### config.mk
export PLATFORM = sky130hd
export DESIGN_NAME = axid_traffic_filter
export DESIGN_NICKNAME = d
export VERILOG_FILES = /design/src/rtl/axf_pkg.sv /design/src/rtl/axf_id_match.sv /design/src/rtl/axf_byte_acc.sv /design/src/rtl/axid_traffic_filter.sv
export SDC_FILE = /design/constraint.sdc
export NUM_CORES = 1
export LEC_CHECK = 0
export BUFFER_PORTS_ARGS = -buffer_cell sky130_fd_sc_hd__buf_2
export CAP_MARGIN = 20
export CORE_MARGIN = 3
export CORE_UTILIZATION = 30
export DETAILED_ROUTE_END_ITERATION = 10
export GPL_TIMING_DRIVEN = 1
export PLACE_DENSITY = 0.48
export SLEW_MARGIN = 20
export SYNTH_ARGS = -nofsm -noshare
export SYNTH_HDL_FRONTEND = slang
export SYNTH_SLANG_ARGS = --single-unit
### constraint.sdc
create_clock -name clk -period 7.25 [get_ports clk]
set_clock_uncertainty 0.15 [all_clocks]
set_input_delay 1.45 -clock clk [delete_from_list [all_inputs] [get_ports clk]]
set_output_delay 1.45 -clock clk [all_outputs]
set_load 0.02 [all_outputs]
### src/rtl/axf_pkg.sv
package axf_pkg;
    localparam int         FILT_MASK_LSB = 16;
    localparam logic [7:0] EVC_RD_MATCH  = 8'h41;
    localparam logic [7:0] EVC_WR_MATCH  = 8'h42;

    typedef enum logic [1:0] {
        SRC_NONE = 2'd0,
        SRC_RD   = 2'd1,
        SRC_WR   = 2'd2
    } acc_src_e;
endpackage

### src/rtl/axf_id_match.sv
module axf_id_match #(
    parameter int ID_W = 16
) (
    input  logic [ID_W-1:0] id_i,
    input  logic [ID_W-1:0] ref_id_i,
    input  logic [ID_W-1:0] mask_i,
    output logic            hit_o
);
    always_comb begin
        hit_o = (((id_i ^ ref_id_i) & mask_i) == '0);
    end
endmodule

### src/rtl/axf_byte_acc.sv
module axf_byte_acc
    import axf_pkg::*;
#(
    parameter int CNT_W = 32
) (
    input  logic             clk,
    input  logic             rst_n,
    input  logic             clr_i,
    input  logic             freeze_i,
    input  logic             enh_i,
    input  logic [7:0]       code_i,
    input  logic             rd_fire_i,
    input  logic             wr_fire_i,
    input  logic [CNT_W-1:0] rd_add_i,
    input  logic [CNT_W-1:0] wr_add_i,
    output logic [CNT_W-1:0] cnt_o
);
    acc_src_e         src;
    logic [CNT_W-1:0] cnt_q;

    always_comb begin
        unique case (code_i)
            EVC_RD_MATCH: src = SRC_RD;
            EVC_WR_MATCH: src = SRC_WR;
            default:      src = SRC_NONE;
        endcase
    end

    always_ff @(posedge clk) begin
        if (!rst_n) begin
            cnt_q <= '0;
        end else if (clr_i) begin
            cnt_q <= '0;
        end else if (enh_i && !freeze_i) begin
            unique case (src)
                SRC_RD:  if (rd_fire_i) cnt_q <= cnt_q + rd_add_i;
                SRC_WR:  if (wr_fire_i) cnt_q <= cnt_q + wr_add_i;
                default: cnt_q <= cnt_q;
            endcase
        end
    end

    assign cnt_o = cnt_q;
endmodule

### src/rtl/axid_traffic_filter.sv
module axid_traffic_filter
    import axf_pkg::*;
#(
    parameter int ID_W    = 16,
    parameter int NUM_CNT = 4,
    parameter int CNT_W   = 32,
    parameter int LEN_W   = 8,
    parameter int SIZE_W  = 3
) (
    input  logic                     clk,
    input  logic                     rst_n,
    input  logic                     filt_we,
    input  logic [31:0]              filt_wdata,
    input  logic                     enh_en,
    input  logic                     freeze,
    input  logic [NUM_CNT-1:0]       cnt_clr,
    input  logic [NUM_CNT*8-1:0]     cnt_code,
    input  logic                     arvalid,
    input  logic                     arready,
    input  logic [ID_W-1:0]          arid,
    input  logic [LEN_W-1:0]         arlen,
    input  logic [SIZE_W-1:0]        arsize,
    input  logic                     awvalid,
    input  logic                     awready,
    input  logic [ID_W-1:0]          awid,
    input  logic [LEN_W-1:0]         awlen,
    input  logic [SIZE_W-1:0]        awsize,
    output logic                     rd_evt,
    output logic                     wr_evt,
    output logic [NUM_CNT*CNT_W-1:0] byte_cnt
);
    localparam int BYTES_W = LEN_W + (1 << SIZE_W);

    logic [ID_W-1:0]    filt_id_q;
    logic [ID_W-1:0]    filt_mask_q;
    logic               rd_hit, wr_hit;
    logic               rd_fire, wr_fire;
    logic               rd_evt_q, wr_evt_q;
    logic [BYTES_W-1:0] rd_beats, wr_beats;
    logic [BYTES_W-1:0] rd_bytes, wr_bytes;
    logic [CNT_W-1:0]   rd_add, wr_add;

    always_ff @(posedge clk) begin
        if (!rst_n) begin
            filt_id_q   <= '0;
            filt_mask_q <= '0;
        end else if (filt_we) begin
            filt_id_q   <= filt_wdata[ID_W-1:0];
            filt_mask_q <= filt_wdata[FILT_MASK_LSB +: ID_W];
        end
    end

    axf_id_match #(.ID_W(ID_W)) u_rd_match (
        .id_i     (arid),
        .ref_id_i (filt_id_q),
        .mask_i   (filt_mask_q),
        .hit_o    (rd_hit)
    );

    axf_id_match #(.ID_W(ID_W)) u_wr_match (
        .id_i     (awid),
        .ref_id_i (filt_id_q),
        .mask_i   (filt_mask_q),
        .hit_o    (wr_hit)
    );

    always_comb begin
        rd_fire  = arvalid && arready && rd_hit;
        wr_fire  = awvalid && awready && wr_hit;
        rd_beats = BYTES_W'(arlen) + BYTES_W'(1);
        wr_beats = BYTES_W'(awlen) + BYTES_W'(1);
        rd_bytes = rd_beats << arsize;
        wr_bytes = wr_beats << awsize;
        rd_add   = CNT_W'(rd_bytes);
        wr_add   = CNT_W'(wr_bytes);
    end

    always_ff @(posedge clk) begin
        if (!rst_n) begin
            rd_evt_q <= 1'b0;
            wr_evt_q <= 1'b0;
        end else begin
            rd_evt_q <= rd_fire;
            wr_evt_q <= wr_fire;
        end
    end

    assign rd_evt = rd_evt_q;
    assign wr_evt = wr_evt_q;

    for (genvar n = 0; n < NUM_CNT; n++) begin : g_acc
        axf_byte_acc #(.CNT_W(CNT_W)) u_acc (
            .clk       (clk),
            .rst_n     (rst_n),
            .clr_i     (cnt_clr[n]),
            .freeze_i  (freeze),
            .enh_i     (enh_en),
            .code_i    (cnt_code[n*8 +: 8]),
            .rd_fire_i (rd_fire),
            .wr_fire_i (wr_fire),
            .rd_add_i  (rd_add),
            .wr_add_i  (wr_add),
            .cnt_o     (byte_cnt[n*CNT_W +: CNT_W])
        );
    end
endmodule

==> metrics.txt <==
Pre-Repair DR Iteration Count 5; sum of internal, switching and leakage power roughly 0.0022 W; num rows 71; most area-consuming cells after synthesis sky130_fd_sc_hd__dfxtp_1 28%, sky130_fd_sc_hd__mux2i_1 7.6%, sky130_fd_sc_hd__ha_1 7.3%, sky130_fd_sc_hd__nor2_1 6.4%, sky130_fd_sc_hd__xnor2_1 5.3%; RR Startpoint g_acc[2].u_acc.cnt_o[0]; number of synthesized flops with an enable pin 0; largest driver fanout on the critical path 9; weighted congestion at the end of routability-driven global placement between 0.8 and 0.9; post-route setup TNS 0 ps; final setup violation count 0; most used flip-flop cell after synthesis sky130_fd_sc_hd__dfxtp_1; Worst Setup Start Kind input port; period utilization ~82%; Slew Viols, Final 0; initial antenna violation count 1; starting utilization of the core area between 30 and 40%; peak ir drop on the vdd network ~160 µV; Cells after Synth between 1000 and 1500; HPWL after detailed placement between 30 and 40 mm; critical setup path kind input port to register; clock period minus final worst setup slack between 5000 and 6000 ps; cell type with the highest aggregate area in the netlist sky130_fd_sc_hd__dfxtp_1; cell area after technology mapping between 10000 and 15000 µm²; distinct cell type count of the synthesized netlist 75; hold-fix buffers at CTS 0; Die Width between 200 and 250 µm; CTS tree done; register bit count reported by yosys 162; Hold Vio Cnt, Final 0; worst-path cell with the longest stage delay sky130_fd_sc_hd__a21oi_1; setup fix buffers added after clock tree synthesis 0; placeable core region approximately 38000 µm²; Detailed Route WL about 39 mm; Max-slew headroom 29.5%; Pwr Density 152 nW/µm²; vertical extent of the die roughly 200 µm; signal arrival time at the worst endpoint ~6100 ps; sequential-to-total area share from yosys stat between 20% and 30%; clock root cell sky130_fd_sc_hd__clkbuf_16; number of clock buffers inserted by TritonCTS 17; final setup margin 1300 ps; area share of xor/xnor cells in the synthesized design 9.59%; largest family of logic cells by synthesized area simple AND/OR/NAND/NOR gates; number of violations of the max-capacitance limit 0; layout cells sized above 1 about a fifth; count of routing violations after the opening detailed-route iteration between 600 and 700; DRT antenna net count 0; required time of the critical path approximately 7400 ps; H-tree depth reported by CTS 4; pin count of the biggest net entering global routing 37; final cell count without fillers ~2200; buffers from clock root to sink, at most 2; IO Count 261; count of cells along the worst register-to-register path 11; fillcell total a little over 4000; most frequent cell on the critical path sky130_fd_sc_hd__nor2_1; proportion of synthesized flip-flops having asynchronous set or reset 0%; Reg clk slew, reported paths around 70 ps; Synth Warn # 0; Worst R2R End g_acc[2].u_acc.cnt_o[28]; worst min path class register to register; area share of and/or/nand/nor cells after synthesis between 20% and 30%; # placed instances 2203; result of the run complete, no violations; launching instance or port of the critical path awlen[0]; mean number of vias per cell approximately 5.1; number of vias in the routed layout between 10000 and 15000; gr ovfl total 0; Worst-Margin Slew between 1000 and 1500 ps; Skew-Pair Late Insertion Delay approximately 450 ps; die footprint 41700 µm²; first-pass GRT wire length between 60 and 70 mm; drt wl/cell roughly 18 µm; R2R setup slack around 4000 ps; standby leakage power just over 6 nW; dpl ws slightly above 900 ps; adder-cell area share of the yosys netlist 8.01%; number of port buffers 260; vias in the first global route around 11000; top-area cell type share of the netlist area between 20% and 30%; critical path cell sequence buf_2 > ha_1 > nand3_1 > nor2_1 > nand2_1 > xor2_1 > mux4_2 > mux2i_1 > nor2_1 > a21oi_1 > ha_1 > a2111oi_0 > o21ai_0 > a32oi_1 > a31oi_1 > a21oi_1 > nor4b_1 > xnor2_1 > nor2_1; multiplexer area fraction after synthesis around a tenth; hold_ws 331 ps; complex-gate fraction of the synthesized area between 10% and 20%; number of cells upsized or downsized after cts 0; clock sink count between 150 and 200; Area growth syn-to-layout 20.3%; synthesized area divided by synthesized cell count about 8.0 µm²; RSZ-0062 raised after global routing false; Max Clock Freq between 0.15 and 0.2 GHz; GRT Util Overall a little under a fifth; net count after synthesis between 1500 and 2000; worst stage delay on the critical path between 600 and 700 ps; Critical Path Sink Type register; final net count roughly 1900; Setup crit end g_acc[2].u_acc.cnt_o[31]; drc violations 0
==> final cells by class <==
class / count / area (µm²) / area share, %
multi-input cells: 1220 / 8180 / 57.8
flip-flops and latches: 162 / 3240 / 22.9
repair buffers: 271 / 1380 / 9.77
well taps: 511 / 639 / 4.51
clock buffers: 18 / 439 / 3.10
inverters: 39 / 146 / 1.03
clock inverters: 14 / 128 / 0.901
diodes: 1 / 2.50 / 0.0177
==> cells in the final DEF (no fill, tap or decap), types with 6 or more instances in the layout <==
cell	n
sky130_fd_sc_hd__buf_4	11
sky130_fd_sc_hd__nor4_1	19
sky130_fd_sc_hd__clkbuf_16	17
sky130_fd_sc_hd__a21o_1	19
sky130_fd_sc_hd__a31oi_1	11
sky130_fd_sc_hd__or4_1	6
sky130_fd_sc_hd__o21ai_0	69
sky130_fd_sc_hd__a211o_1	7
sky130_fd_sc_hd__dfxtp_1	162
sky130_fd_sc_hd__nor3_1	39
sky130_fd_sc_hd__a2111oi_0	6
sky130_fd_sc_hd__a21oi_1	111
sky130_fd_sc_hd__and2_1	8
sky130_fd_sc_hd__and3_1	13
sky130_fd_sc_hd__xor2_1	58
sky130_fd_sc_hd__nand2_1	113
sky130_fd_sc_hd__a211oi_1	16
sky130_fd_sc_hd__or3_1	15
sky130_fd_sc_hd__nor2b_1	49
sky130_fd_sc_hd__nor3b_1	15
sky130_fd_sc_hd__nand4_1	11
sky130_fd_sc_hd__o21a_1	12
sky130_fd_sc_hd__xnor2_1	71
sky130_fd_sc_hd__a22oi_1	16
sky130_fd_sc_hd__mux2_2	23
sky130_fd_sc_hd__nor2_1	200
sky130_fd_sc_hd__nand2b_1	21
sky130_fd_sc_hd__o211ai_1	8
sky130_fd_sc_hd__inv_1	36
sky130_fd_sc_hd__buf_2	260
sky130_fd_sc_hd__mux2i_1	89
sky130_fd_sc_hd__ha_1	69
sky130_fd_sc_hd__nand3_1	43
==> worst min path at each step <==
stage	start	end	cells past startpoint
global placement	g_acc[0].u_acc.cnt_o[4]	g_acc[0].u_acc.cnt_o[4]	2
detailed placement	g_acc[0].u_acc.cnt_o[4]	g_acc[0].u_acc.cnt_o[4]	2
floorplan	filt_mask_q[7]	filt_mask_q[7]	2
CTS	g_acc[0].u_acc.cnt_o[4]	g_acc[0].u_acc.cnt_o[4]	2
finish	g_acc[0].u_acc.cnt_o[4]	g_acc[0].u_acc.cnt_o[4]	2
global route	g_acc[0].u_acc.cnt_o[4]	g_acc[0].u_acc.cnt_o[4]	2
==> state kept, by name (all words and copies together) (netlist names) <==
name,cells
filt_id_q,16
filt_mask_q,16
g_acc.u_acc.cnt_o,128
rd_evt,1
wr_evt,1
==> worst max-delay path: cells and delay by family <==
| kind | cells | cell delay, ps |
|---|---|---|
| compound gates | 6 | 1960 |
| xor+xnor | 2 | 360 |
| fa+ha+maj | 2 | 520 |
| buf+inv | 1 | 160 |
| mux | 2 | 890 |
| simple gates | 6 | 760 |
==> layer usage <==
| layer | up-vias | part of all wire (%) | wire [µm] | GRT usage [%] |
|---|---|---|---|---|
| li1 | 5766 | - | - | - |
| met1 | 5294 | 48 | 18900 | 25.9 |
| met2 | 300 | 45 | 17600 | 29.3 |
| met3 | 24 | 5.6 | 2220 | 3.66 |
| met4 | 0 | 1.4 | 564 | 4.74 |
| met5 | - | 0 | 0 | 0 |
==> cell usage after synthesis, types with 4 or more instances <==
cell type                   number
sky130_fd_sc_hd__a2111oi_0       6
sky130_fd_sc_hd__a211o_1         7
sky130_fd_sc_hd__a211oi_1       16
sky130_fd_sc_hd__a21o_1         19
sky130_fd_sc_hd__a21oi_1       111
sky130_fd_sc_hd__a22oi_1        16
sky130_fd_sc_hd__a31o_2          5
sky130_fd_sc_hd__a31oi_1        11
sky130_fd_sc_hd__and2_1          8
sky130_fd_sc_hd__and3_1         13
sky130_fd_sc_hd__and4_1          4
sky130_fd_sc_hd__buf_1           6
sky130_fd_sc_hd__buf_2           4
sky130_fd_sc_hd__clkbuf_1       45
sky130_fd_sc_hd__dfxtp_1       162
sky130_fd_sc_hd__fa_1            4
sky130_fd_sc_hd__ha_1           69
sky130_fd_sc_hd__inv_1          36
sky130_fd_sc_hd__mux2_2         23
sky130_fd_sc_hd__mux2i_1        89
sky130_fd_sc_hd__nand2_1       113
sky130_fd_sc_hd__nand2b_1       21
sky130_fd_sc_hd__nand3_1        43
sky130_fd_sc_hd__nand4_1        11
sky130_fd_sc_hd__nor2_1        200
sky130_fd_sc_hd__nor2b_1        49
sky130_fd_sc_hd__nor3_1         39
sky130_fd_sc_hd__nor3b_1        15
sky130_fd_sc_hd__nor4_1         19
sky130_fd_sc_hd__nor4b_1         4
sky130_fd_sc_hd__o2111ai_1       4
sky130_fd_sc_hd__o211ai_1        8
sky130_fd_sc_hd__o21a_1         12
sky130_fd_sc_hd__o21ai_0        69
sky130_fd_sc_hd__o21bai_1        6
sky130_fd_sc_hd__o22ai_1         4
sky130_fd_sc_hd__o31a_1          4
sky130_fd_sc_hd__o31ai_1         5
sky130_fd_sc_hd__or3_1          15
sky130_fd_sc_hd__or4_1           6
sky130_fd_sc_hd__xnor2_1        71
sky130_fd_sc_hd__xor2_1         58
==> report_power, final <==
part | switching (W) | internal (W) | leakage (nW)
registers | 0.0000114 | 0.000901 | 1.31
clock network | 0.000414 | 0.000485 | 0.270
logic | 0.000207 | 0.000138 | 4.59
total | 0.000632 | 0.00152 | 6.17
==> cells by family (layout without fill, tap and decap cells) <==
| kind of cell | after synthesis | in the layout |
|---|---|---|
| AND/OR/NAND/NOR | 576 | 576 |
| AO/OA/AOI/OAI | 329 | 329 |
| flip-flops | 162 | 162 |
| XOR/XNOR | 129 | 129 |
| multiplexers | 113 | 113 |
| buffers and inverters | 95 | 342 |
| adder cells (fa/ha/maj) | 73 | 73 |
| other | 0 | 1 |
==> metrics by stage <==
stage	instance area, µm²	utilization (%)
global placement	13600	35.6
floorplan	11800	-
CTS	14200	37.1
finish	14200	37.1
detailed placement	13600	35.6
global route	14200	37.1
Note: power is estimated with default switching activity, not from simulation.
